**config.mk**
```make
export PLATFORM = sky130hd
export DESIGN_NAME = hw_seq_ctrl
export DESIGN_NICKNAME = d
export VERILOG_FILES = /design/src/rtl/hw_seq_pkg.sv /design/src/rtl/hw_seq_onehot.sv /design/src/rtl/hw_seq_counter.sv /design/src/rtl/hw_seq_ctrl.sv
export SDC_FILE = /design/constraint.sdc
export NUM_CORES = 1
export LEC_CHECK = 0
export ABC_AREA = 1
export ABC_CLOCK_PERIOD_IN_PS = 2600
export BUFFER_PORTS_ARGS = -buffer_cell sky130_fd_sc_hd__clkbuf_2
export CORE_UTILIZATION = 45
export CTS_BUF_LIST = sky130_fd_sc_hd__clkbuf_8
export CTS_CLUSTER_DIAMETER = 40
export DETAILED_ROUTE_END_ITERATION = 16
export PLACE_DENSITY_LB_ADDON = 0.2
export SYNTH_ARGS = -nofsm -noshare
export SYNTH_HDL_FRONTEND = slang
export SYNTH_SLANG_ARGS = --single-unit
```
**constraint.sdc**
```tcl
create_clock -name clk -period 2.6 [get_ports clk]
set_clock_uncertainty 0.2 [all_clocks]
set_input_delay 0.26 -clock clk [delete_from_list [all_inputs] [get_ports clk]]
set_output_delay 0.26 -clock clk [all_outputs]
set_load 0.02 [all_outputs]
```
**src/rtl/hw_seq_pkg.sv**
```systemverilog
package hw_seq_pkg;
    typedef enum logic [2:0] {
        PH_FETCH_ADDR,
        PH_FETCH_READ,
        PH_DECODE,
        PH_INDIRECT,
        PH_EXEC
    } phase_t;
endpackage

```
**src/rtl/hw_seq_onehot.sv**
```systemverilog
module hw_seq_onehot #(
    parameter int IN_W = 3,
    localparam int OUT_N = 1 << IN_W
) (
    input  logic [IN_W-1:0]  code,
    output logic [OUT_N-1:0] lines
);
    for (genvar k = 0; k < OUT_N; k++) begin : g_line
        assign lines[k] = (code == IN_W'(k));
    end
endmodule

```
**src/rtl/hw_seq_counter.sv**
```systemverilog
module hw_seq_counter #(
    parameter int SC_W = 4
) (
    input  logic            clk,
    input  logic            rst,
    input  logic            clr,
    output logic [SC_W-1:0] count,
    output logic            wrap_err
);
    localparam logic [SC_W-1:0] LAST = '1;

    always_ff @(posedge clk) begin
        if (rst) begin
            count    <= '0;
            wrap_err <= 1'b0;
        end else if (clr) begin
            count <= '0;
        end else begin
            count <= count + 1'b1;
            if (count == LAST) wrap_err <= 1'b1;
        end
    end
endmodule

```
**src/rtl/hw_seq_ctrl.sv**
```systemverilog
module hw_seq_ctrl #(
    parameter int WORD_W = 16,
    parameter int ADDR_W = 12,
    parameter int OP_W   = 3,
    parameter int SC_W   = 4,
    localparam int D_N   = 1 << OP_W,
    localparam int T_N   = 1 << SC_W
) (
    input  logic              clk,
    input  logic              rst,
    input  logic              exec_done,
    input  logic [WORD_W-1:0] mem_rdata,
    output logic [ADDR_W-1:0] mem_addr,
    output logic              mem_rd,
    output logic [T_N-1:0]    t_line,
    output logic [D_N-1:0]    d_line,
    output logic              ind_flag,
    output logic [ADDR_W-1:0] pc,
    output logic [WORD_W-1:0] ir,
    output logic              ph_fetch,
    output logic              ph_decode,
    output logic              ph_indirect,
    output logic              ph_exec,
    output logic              ld_ar_pc,
    output logic              ld_ir,
    output logic              inc_pc,
    output logic              ld_ar_ir,
    output logic              ld_ar_mem,
    output logic              seq_err
);
    import hw_seq_pkg::*;

    localparam int IND_BIT = WORD_W - 1;

    logic [SC_W-1:0] step;
    phase_t          phase;

    hw_seq_counter #(.SC_W(SC_W)) u_counter (
        .clk      (clk),
        .rst      (rst),
        .clr      (exec_done),
        .count    (step),
        .wrap_err (seq_err)
    );

    hw_seq_onehot #(.IN_W(SC_W)) u_tdec (
        .code  (step),
        .lines (t_line)
    );

    hw_seq_onehot #(.IN_W(OP_W)) u_ddec (
        .code  (ir[ADDR_W +: OP_W]),
        .lines (d_line)
    );

    // Phase selection from the step count and the stored indirect flag
    always_comb begin
        unique case (step)
            SC_W'(0): phase = PH_FETCH_ADDR;
            SC_W'(1): phase = PH_FETCH_READ;
            SC_W'(2): phase = PH_DECODE;
            SC_W'(3): phase = ind_flag ? PH_INDIRECT : PH_EXEC;
            default:  phase = PH_EXEC;
        endcase
    end

    // Strobes per phase
    always_comb begin
        ph_fetch    = 1'b0;
        ph_decode   = 1'b0;
        ph_indirect = 1'b0;
        ph_exec     = 1'b0;
        ld_ar_pc    = 1'b0;
        ld_ir       = 1'b0;
        inc_pc      = 1'b0;
        ld_ar_ir    = 1'b0;
        ld_ar_mem   = 1'b0;
        mem_rd      = 1'b0;
        unique case (phase)
            PH_FETCH_ADDR: begin
                ph_fetch = 1'b1;
                ld_ar_pc = 1'b1;
            end
            PH_FETCH_READ: begin
                ph_fetch = 1'b1;
                mem_rd   = 1'b1;
                ld_ir    = 1'b1;
                inc_pc   = 1'b1;
            end
            PH_DECODE: begin
                ph_decode = 1'b1;
                ld_ar_ir  = 1'b1;
            end
            PH_INDIRECT: begin
                ph_indirect = 1'b1;
                mem_rd      = 1'b1;
                ld_ar_mem   = 1'b1;
            end
            PH_EXEC: begin
                ph_exec = 1'b1;
            end
            default: ;
        endcase
    end

    // Datapath registers, each behind its own enable
    always_ff @(posedge clk) begin
        if (rst) begin
            pc       <= '0;
            mem_addr <= '0;
            ir       <= '0;
            ind_flag <= 1'b0;
        end else begin
            if (inc_pc)    pc       <= pc + 1'b1;
            if (ld_ir)     ir       <= mem_rdata;
            if (ld_ar_ir)  ind_flag <= ir[IND_BIT];
            if (ld_ar_pc)  mem_addr <= pc;
            if (ld_ar_ir)  mem_addr <= ir[ADDR_W-1:0];
            if (ld_ar_mem) mem_addr <= mem_rdata[ADDR_W-1:0];
        end
    end
endmodule

```
; Word-level counts from Yosys, hierarchy flattened
; Index checks and enable logic that the tools add are counted.
[classes]
n_reduce_logical = 8
n_eq_ne = 26
magnitude_cmp = 0
shifts = 0
n_bitwise = 1
muxes = 12
n_addsub = 2
n_div = 0
mul = 0
[ops]
columns = cell, n
row1 = $mux 12, 3
row2 = $eq 4x4->1 const B, 8
row3 = $eq 4x3->1 const B, 4
row4 = $eq 3x3->1 const B, 5
row5 = $add 12x1->12 const B, 1
row6 = $eq 3x2->1 const B, 4
row7 = $pmux 3 s4, 1
row8 = $eq 4x2->1 const B, 2
row9 = $mux 1, 7
row10 = $eq 3x1->1 const B, 2
row11 = $logic_not 3->1, 2
row12 = $reduce_or 2->1, 3
row13 = $add 4x1->4 const B, 1
row14 = $eq 4x1->1 const B, 1
row15 = $logic_not 4->1, 1
row16 = $mux 3, 1
row17 = $reduce_bool 3->1, 1
row18 = $reduce_and 2->1, 1
row19 = $not 1->1, 1
[totals]
in_bits = 19
mem_bits_ro = 0
latch_bits = 0
output_inout_bits = 76
memories = 0
ramBits = 0
reg_bits = 46
wordCells = 55

; Logic depth before layout (Yosys ltp)
; Gate-level depths: netlist of run 1.
[logic_depth]
word_depth = 7
mapped_depth = 12
depth_no_buf = 10

; Modules after synthesis
; A second synthesis of run 1 with hierarchy kept.
[unflattened]
cells_unflattened = 376
area_unflattened_um2 = 2406.1
[by_module_without_submodules]
columns = module, area_each_um2, instances, cells_per_inst, seq_area_each_um2
row1 = hw_seq_ctrl, 2045.7, 1, 308, 820.8
row2 = hw_seq_counter, 198.9, 1, 25, 100.1
row3 = hw_seq_onehot (u_tdec), 105.1, 1, 28, 0.0
row4 = hw_seq_onehot (u_ddec), 56.3, 1, 15, 0.0

; Worst setup path after synthesis of run 1
; No wires, ideal clock.
[synth_timing]
path_type = flip-flop to output port
from = reg u_counter.count[0]
to = out ph_decode
required_ns = 2.140
t_arrival_ns = 1.778
stages_incl_launch_ff = 9
path_buffers = 2
slack_ns = 0.362
cell_sequence = dfxtp_1 > inv_1 > ha_1 > inv_1 > nor2_1 > nand3_1 > nor2_2 > buf_4 > buf_4
[synth_between]
elab_chain_len = 4
word_cells_on_any_way = 7
cone_classes = 4 x eq/ne / 2 x mux / 1 x reduce/logical
[synth_rtl]
columns = element, line_no
row1 = "start, declared", hw_seq_counter.sv:7  ; output logic [SC_W-1:0] count,
row2 = "start signal, assigned", hw_seq_counter.sv:19  ; count <= count + 1'b1;
row3 = $eq 4x2->1, -
row4 = via t_line[2], hw_seq_ctrl.sv:15  ; output logic [T_N-1:0] t_line,
row5 = $pmux 3 s4, hw_seq_ctrl.sv:58  ; unique case (step)
row6 = $eq 3x2->1, hw_seq_ctrl.sv:79  ; unique case (phase)
row7 = $mux 1, hw_seq_ctrl.sv:79
row8 = "end, declared", hw_seq_ctrl.sv:21  ; output logic ph_decode,
; The timed path passes the listed nets, and every way through them passes these cells.

; Worst setup path in the final report of run 1
[layout_timing]
from = reg u_counter.count[0]
to = out ph_decode
[layout_between]
elab_chain_len = 4
word_cells_on_any_way = 7
cone_classes = 4 x eq/ne / 2 x mux / 1 x reduce/logical
[layout_rtl]
columns = element, line_no
row1 = "$eq 4x2->1, or another cell as far along", hw_seq_ctrl.sv:58
row2 = $pmux 3 s4 (*), hw_seq_ctrl.sv:58
row3 = $eq 3x2->1 (*), hw_seq_ctrl.sv:79
row4 = $mux 1 (*), hw_seq_ctrl.sv:79
; Mark *: on every way between the ends. The rest lies on a longest branch, timed or not.

==> results of run 1 <==
worst min-delay path by stage:
| stage | end | cells past startpoint | start |
|---|---|---|---|
| after global routing | ir[3] | 3 | mem_rdata[3] |
| after CTS | ir[13] | 3 | mem_rdata[13] |
| after global placement | u_counter.wrap_err | 2 | u_counter.wrap_err |
| after detailed placement | u_counter.wrap_err | 2 | u_counter.wrap_err |
| final | ir[13] | 3 | mem_rdata[13] |
| after floorplan | pc[10] | 1 | rst |
report_power, final:
part | internal [mW] | switching, mW | leakage, nW
Combinational | 0.112 | 0.240 | 1.01
Clock | 0.410 | 0.247 | 0.0714
Sequential | 0.745 | 0.0345 | 0.376
cells in the mapped netlist (2+ instances only):
cell type	instances	area, um2
inv_2	5	18.8
xor2_1	6	52.6
dfxtp_1	46	921
nand2_2	12	75.1
inv_1	42	158
nand2_1	59	221
buf_2	5	25.0
o21ai_0	29	145
buf_6	3	33.8
nor2_2	2	12.5
clkinv_1	8	30.0
ha_1	5	62.6
nand4_1	3	18.8
a21oi_2	9	78.8
nor2_1	61	229
o21ai_1	16	80.1
nor3_1	14	70.1
a21oi_1	17	85.1
clkbuf_1	5	18.8
nand3_1	31	155
buf_4	5	37.5
cell type report:
class / instances / area share (%)
Tap cell: 72 / 2.75
Sequential cell: 46 / 28.1
Clock buffer: 6 / 2.52
Clock inverter: 2 / 1.83
Multi-Input combinational cell: 271 / 42.2
Timing Repair Buffer: 100 / 15.8
Inverter: 56 / 6.72
routing by layer:
metal / GRT usage [%] / wire length, um
met5: 0 / 0
met4: 6.91 / 70
met3: 5.17 / 388
met2: 37.3 / 3180
met1: 30.5 / 3190
state kept, by name (all words and copies together), names as in the netlist:
| name | count |
|---|---|
| u_counter.wrap_err | 1 |
| mem_addr | 12 |
| pc | 12 |
| u_counter.count | 4 |
| ind_flag | 1 |
| ir | 16 |
worst max-delay path: stages, from the launching register on:
cell      delay [ns]
dfxtp_2         0.35
inv_1           0.08
ha_1            0.19
inv_1           0.10
nor2_1          0.17
nand3_1         0.13
nor2_2          0.38
clkbuf_2        0.26
logic make-up (layout without fill, tap and decap cells):
group	Yosys count	after routing	share of synthesized area (%)
DFF	46	46	34.6
AOI/OAI and AO/OA	74	74	15.9
buffers and inverters	77	164	13.5
xor gates and xnor gates	6	6	1.98
and+or+nand+nor	186	186	31.7
adders and majority gates	5	5	2.35
repair_timing:
item | CTS | global route
hold buffers | 0 | 0
endpoints found under the setup margin | 2 | 7
gates resized for setup | 2 | 3
stage by stage:
stage          area [um2]  utilization (%)  std cells  hold slack [ns]
2_1_floorplan        2660                -        394            0.122
3_3_place_gp         3120             55.6        545            0.252
3_5_place_dp         3120             55.6        545            0.277
4_1_cts              3270             58.3        553           0.0181
5_1_grt              3280             58.5        553           0.0389
6_report             3280             58.5        553           0.0203
placed cells by master (no fill, tap or decap):
cell type / instances
buf_4: 5
o21ai_2: 1
nand3_4: 1
nand2_4: 2
nand2_1: 59
nand2_2: 11
o21bai_1: 1
a21oi_1: 17
inv_1: 42
dfxtp_1: 45
xor2_1: 6
o21ai_1: 16
o21ai_0: 29
inv_8: 1
nand4_1: 3
nand2_8: 1
clkbuf_2: 94
inv_4: 1
bufinv_16: 2
dfxtp_2: 1
nand3_1: 31
a21oi_4: 1
buf_6: 1
nor2_1: 61
clkinv_1: 8
a21oi_2: 9
clkbuf_8: 6
nor3_1: 14
inv_2: 4
nor2_2: 2
nor2_4: 1
ha_1: 5
==> impl_metrics.tcl, run 1 <==
set metrics [dict create \
    drive_gt1_share_pct 29.9 \
    crit_path_start_kind "flop" \
    syn_area_per_cell_um2 6.75 \
    cts_tree "built" \
    r2r-start "u_counter.count[0]" \
    status "complete, no violations" \
    required_ns 2.14 \
    synth_edf_count 0 \
    num_rows 27 \
    initial_core_util_pct 47.4 \
    crit_path_max_fanout 9 \
    port_buffers 94 \
    nFillCells 602 \
    post-place-ws_ns 0.311 \
    dieArea_um2 6220 \
    synth_nets 418 \
    arrival_ns 1.96 \
    grt_pass1_vias 2486 \
    synth_seq_cells 46 \
    yosysSeqAreaShare_pct 34.6 \
    worstSetupEndpoint "ph_decode" \
    dp_hpwl_um 5190 \
    grt_pass1_wl_um 11400 \
    finalWirelength_um 6820 \
    via_per_inst 4.98 \
    final_nets 504 \
    register_area_um2 922 \
    finalCritPeriodShare_pct 93.1 \
    postRouteAntennaNets 0 \
    crit_path_end_kind "output port" \
    track_usage_pct 23.0 \
    relSlewSlack_pct 60.4 \
    grt_antenna_before_repair 0 \
    postCtsSetupBuffers 0 \
    p_leak_nw 1.46 \
    io_pins 95 \
    ir_drop_uv 283 \
    core_um2 5610 \
    clock_latency_ns 0.30 \
    r2r-end "ind_flag" \
    fmax_mhz 413 \
    hold_violations 0 \
    rsz0062_at_grt "false" \
    power_density_nw_per_um2 546 \
    drv_cap 0 \
    critPathKind "reg2out" \
    fin_setup_tns_ns 0 \
    cts_buffers 5 \
    finalWeightedCongestion 0.889 \
    syn_to_final_growth_pct 23.3 \
    vias 2755 \
    routedWlPerCell_um 12.3 \
    hp-class "in2reg" \
    r2r_setup_slack_ns 0.44 \
    syn_inst 394 \
    syn_area_um2 2660 \
    reg2reg_depth 10 \
    fin_crit_ns 2.42 \
    diodes 0 \
    synth_ff_type "dfxtp_1" \
    h-tree-depth 2 \
    async_reset_ff_share_pct 0 \
    power_mw 1.79 \
    yosysWarningCount 0 \
    globalRouteOverflowTotal 0 \
    die_x_um 78.9 \
    crit_path_start "u_counter.count[0]" \
    drv_slew 0 \
    cts_num_sinks 46 \
    drt-pass1-iter-count 4 \
    worstMarginPinSlew_ns 0.592 \
    grt_max_degree 32 \
    drc 0 \
    synth_cell_types 32 \
    die_h_um 78.9 \
    worst_slack_ns 0.179 \
    clk_pin_slew_worst_paths_ns 0.08 \
    root_buffer "clkbuf_8" \
    multiInputGateArea_um2 1380 \
    drt_iter0_markers 129 \
    setup_violations 0 \
    clockBufferDepth 2 \
]
No activity file was read; power rests on OpenSTA's default activity.
==> inputs of run 2 (changes only) <==
--- a/config.mk
+++ b/config.mk
@@ -8,7 +8,7 @@
 export ABC_AREA = 1
 export ABC_CLOCK_PERIOD_IN_PS = 2600
 export BUFFER_PORTS_ARGS = -buffer_cell sky130_fd_sc_hd__clkbuf_2
-export CORE_UTILIZATION = 45
+export CORE_UTILIZATION = 52
 export CTS_BUF_LIST = sky130_fd_sc_hd__clkbuf_8
 export CTS_CLUSTER_DIAMETER = 40
 export DETAILED_ROUTE_END_ITERATION = 16
==> impl_metrics.tcl, run 2 (synthesized netlist as in run 1, its figures left out) <==
set metrics [dict create \
    power_density_nw_per_um2 489 \
    cpMaxStageDelayCell "dfxtp_2" \
    cpLargestDelayFamily "buffers and inverters" \
    crit_path_end_kind "output port" \
    grt_antenna_before_repair 0 \
    fmax_mhz 410 \
    use_met1_pct 33.3 \
    dp_hpwl_um 4970 \
    relSlewSlack_pct 59.1 \
    drv_cap 0 \
    fin_hold_ws_ns 0.0155 \
    diodes 0 \
    crit_path_start_kind "flop" \
    final_cell_mix "clkbuf_2 (94), nor2_1 (61), nand2_1 (59)" \
    die_h_um 73.5 \
    grt_pass1_wl_um 11000 \
    required_ns 2.14 \
    status "complete, no violations" \
    via_per_inst 4.96 \
    register_area_um2 922 \
    drv_slew 0 \
    clk_pin_slew_worst_paths_ns 0.08 \
    reg_top3 "ir x16, mem_addr x12, pc x12" \
    grtUsageMet3_pct 4.39 \
    fin_setup_tns_ns 0 \
    num_rows 25 \
    critPathKind "reg2out" \
    finalWirelength_um 6580 \
    globalRouteOverflowTotal 0 \
    rsz0062_at_grt "false" \
    hp-class "in2reg" \
    drive_gt1_share_pct 30.1 \
    drc 0 \
    multiInputGateArea_um2 1390 \
    finalCritPeriodShare_pct 93.7 \
    grt_pass1_vias 2510 \
    postRouteAntennaNets 0 \
    path_buf_inv 4 \
    worstMarginPinSlew_ns 0.613 \
    clock_latency_ns 0.30 \
    worst_slack_ns 0.163 \
    crit_path_max_fanout 30 \
    clockBufferDepth 2 \
    fin_util_pct 66.9 \
    routedWlPerCell_um 12.0 \
    cts_tree "built" \
    timing.critical_path.cells "inv_1 -> ha_1 -> o21ai_1 -> nand2_2 -> nand2_8 -> inv_8 -> nand3_4 -> inv_4 -> clkbuf_2" \
    p_leak_nw 1.43 \
    hold_violations 0 \
    initial_core_util_pct 55.2 \
    power_mw 1.57 \
    largest_register_ffs 16 \
    root_buffer "clkbuf_8" \
    final_nets 504 \
    track_usage_pct 26.4 \
    vias 2720 \
    arrival_ns 1.98 \
    largest-register "ir" \
    syn_to_final_growth_pct 21.2 \
    h-tree-depth 2 \
    drt-pass1-iter-count 4 \
    die_x_um 73.5 \
    nFillCells 441 \
    cts_buffers 5 \
    fin_crit_ns 2.44 \
    grtUsageMet2_pct 45.1 \
    cts.hold.buffers_added 0 \
    dieArea_um2 5400 \
    grt_max_degree 32 \
    io_pins 95 \
    post-place-ws_ns 0.302 \
    top_usage_layer "met2" \
    port_buffers 94 \
    cts_num_sinks 46 \
    cpPeakStageDelay_ns 0.35 \
    layout_commonest_cell "clkbuf_2" \
    drt_iter0_markers 180 \
    setup_violations 0 \
    finalWeightedCongestion 0.928 \
    core_um2 4820 \
    ir_drop_uv 253 \
]
==> run 2: changes by cell type in the layout (fill, tap and decap cells not counted) <==
cell,previous run,this run
bufinv_16,2,0
clkbuf_8,6,5
clkinv_2,0,1
clkinv_4,0,1
clkinvlp_4,0,1
ha_1,5,4
ha_2,0,1
==> run 2: path summary, 6_finish.rpt <==
check	start	end	slack (ns)	cells past startpoint
worst max-delay path	u_counter.count[0]	ld_ir	0.16	9
worst min-delay path	mem_rdata[15]	ir[15]	0.02	3
worst max register to register	u_counter.count[0]	mem_addr[4]	0.42	10
worst min register to register	u_counter.count[0]	u_counter.count[0]	0.25	1
==> run 2: tightest hold or removal path, delay by kind of cell <==
kind / cells / cell delay (ns)
and+or+nand+nor: 1 / 0.08
AOI/OAI and AO/OA: 1 / 0.07
buffers and inverters: 1 / 0.08
==> run 2: area by class of cell <==
cell class / instances / share of cell area, %
Sequential cell: 46 / 28.6
Tap cell: 67 / 2.60
Timing Repair Buffer: 100 / 16.1
Clock buffer: 5 / 2.14
Multi-Input combinational cell: 271 / 43.0
Clock inverter: 3 / 0.660
Inverter: 56 / 6.83
==> run 2: metrics by stage <==
step                area (um2)  instances
floorplan                 2660        394
global placement          3110        540
detailed placement        3110        540
CTS                       3210        548
global route              3220        548
finish                    3220        548
==> run 2: per-layer routing <==
metal / share of wire [%] / wire [um]
met5: 0 / 0
met4: 0.87 / 57
met3: 5.4 / 353
met2: 47 / 3100
met1: 47 / 3070
==> run 2: power by group <==
group | internal, mW | total, mW | switching [mW] | leakage [nW]
logic | 0.112 | 0.352 | 0.239 | 1.01
clock network | 0.189 | 0.444 | 0.255 | 0.0441
registers | 0.745 | 0.779 | 0.0331 | 0.376
total | 1.05 | 1.57 | 0.528 | 1.43
==> run 2: repair_timing <==
item	CTS	global route
setup endpoints to repair	2	6
resized for setup	2	4
endpoints found under the hold margin	0	0
pin swaps	0	0
buffers inserted	0	0
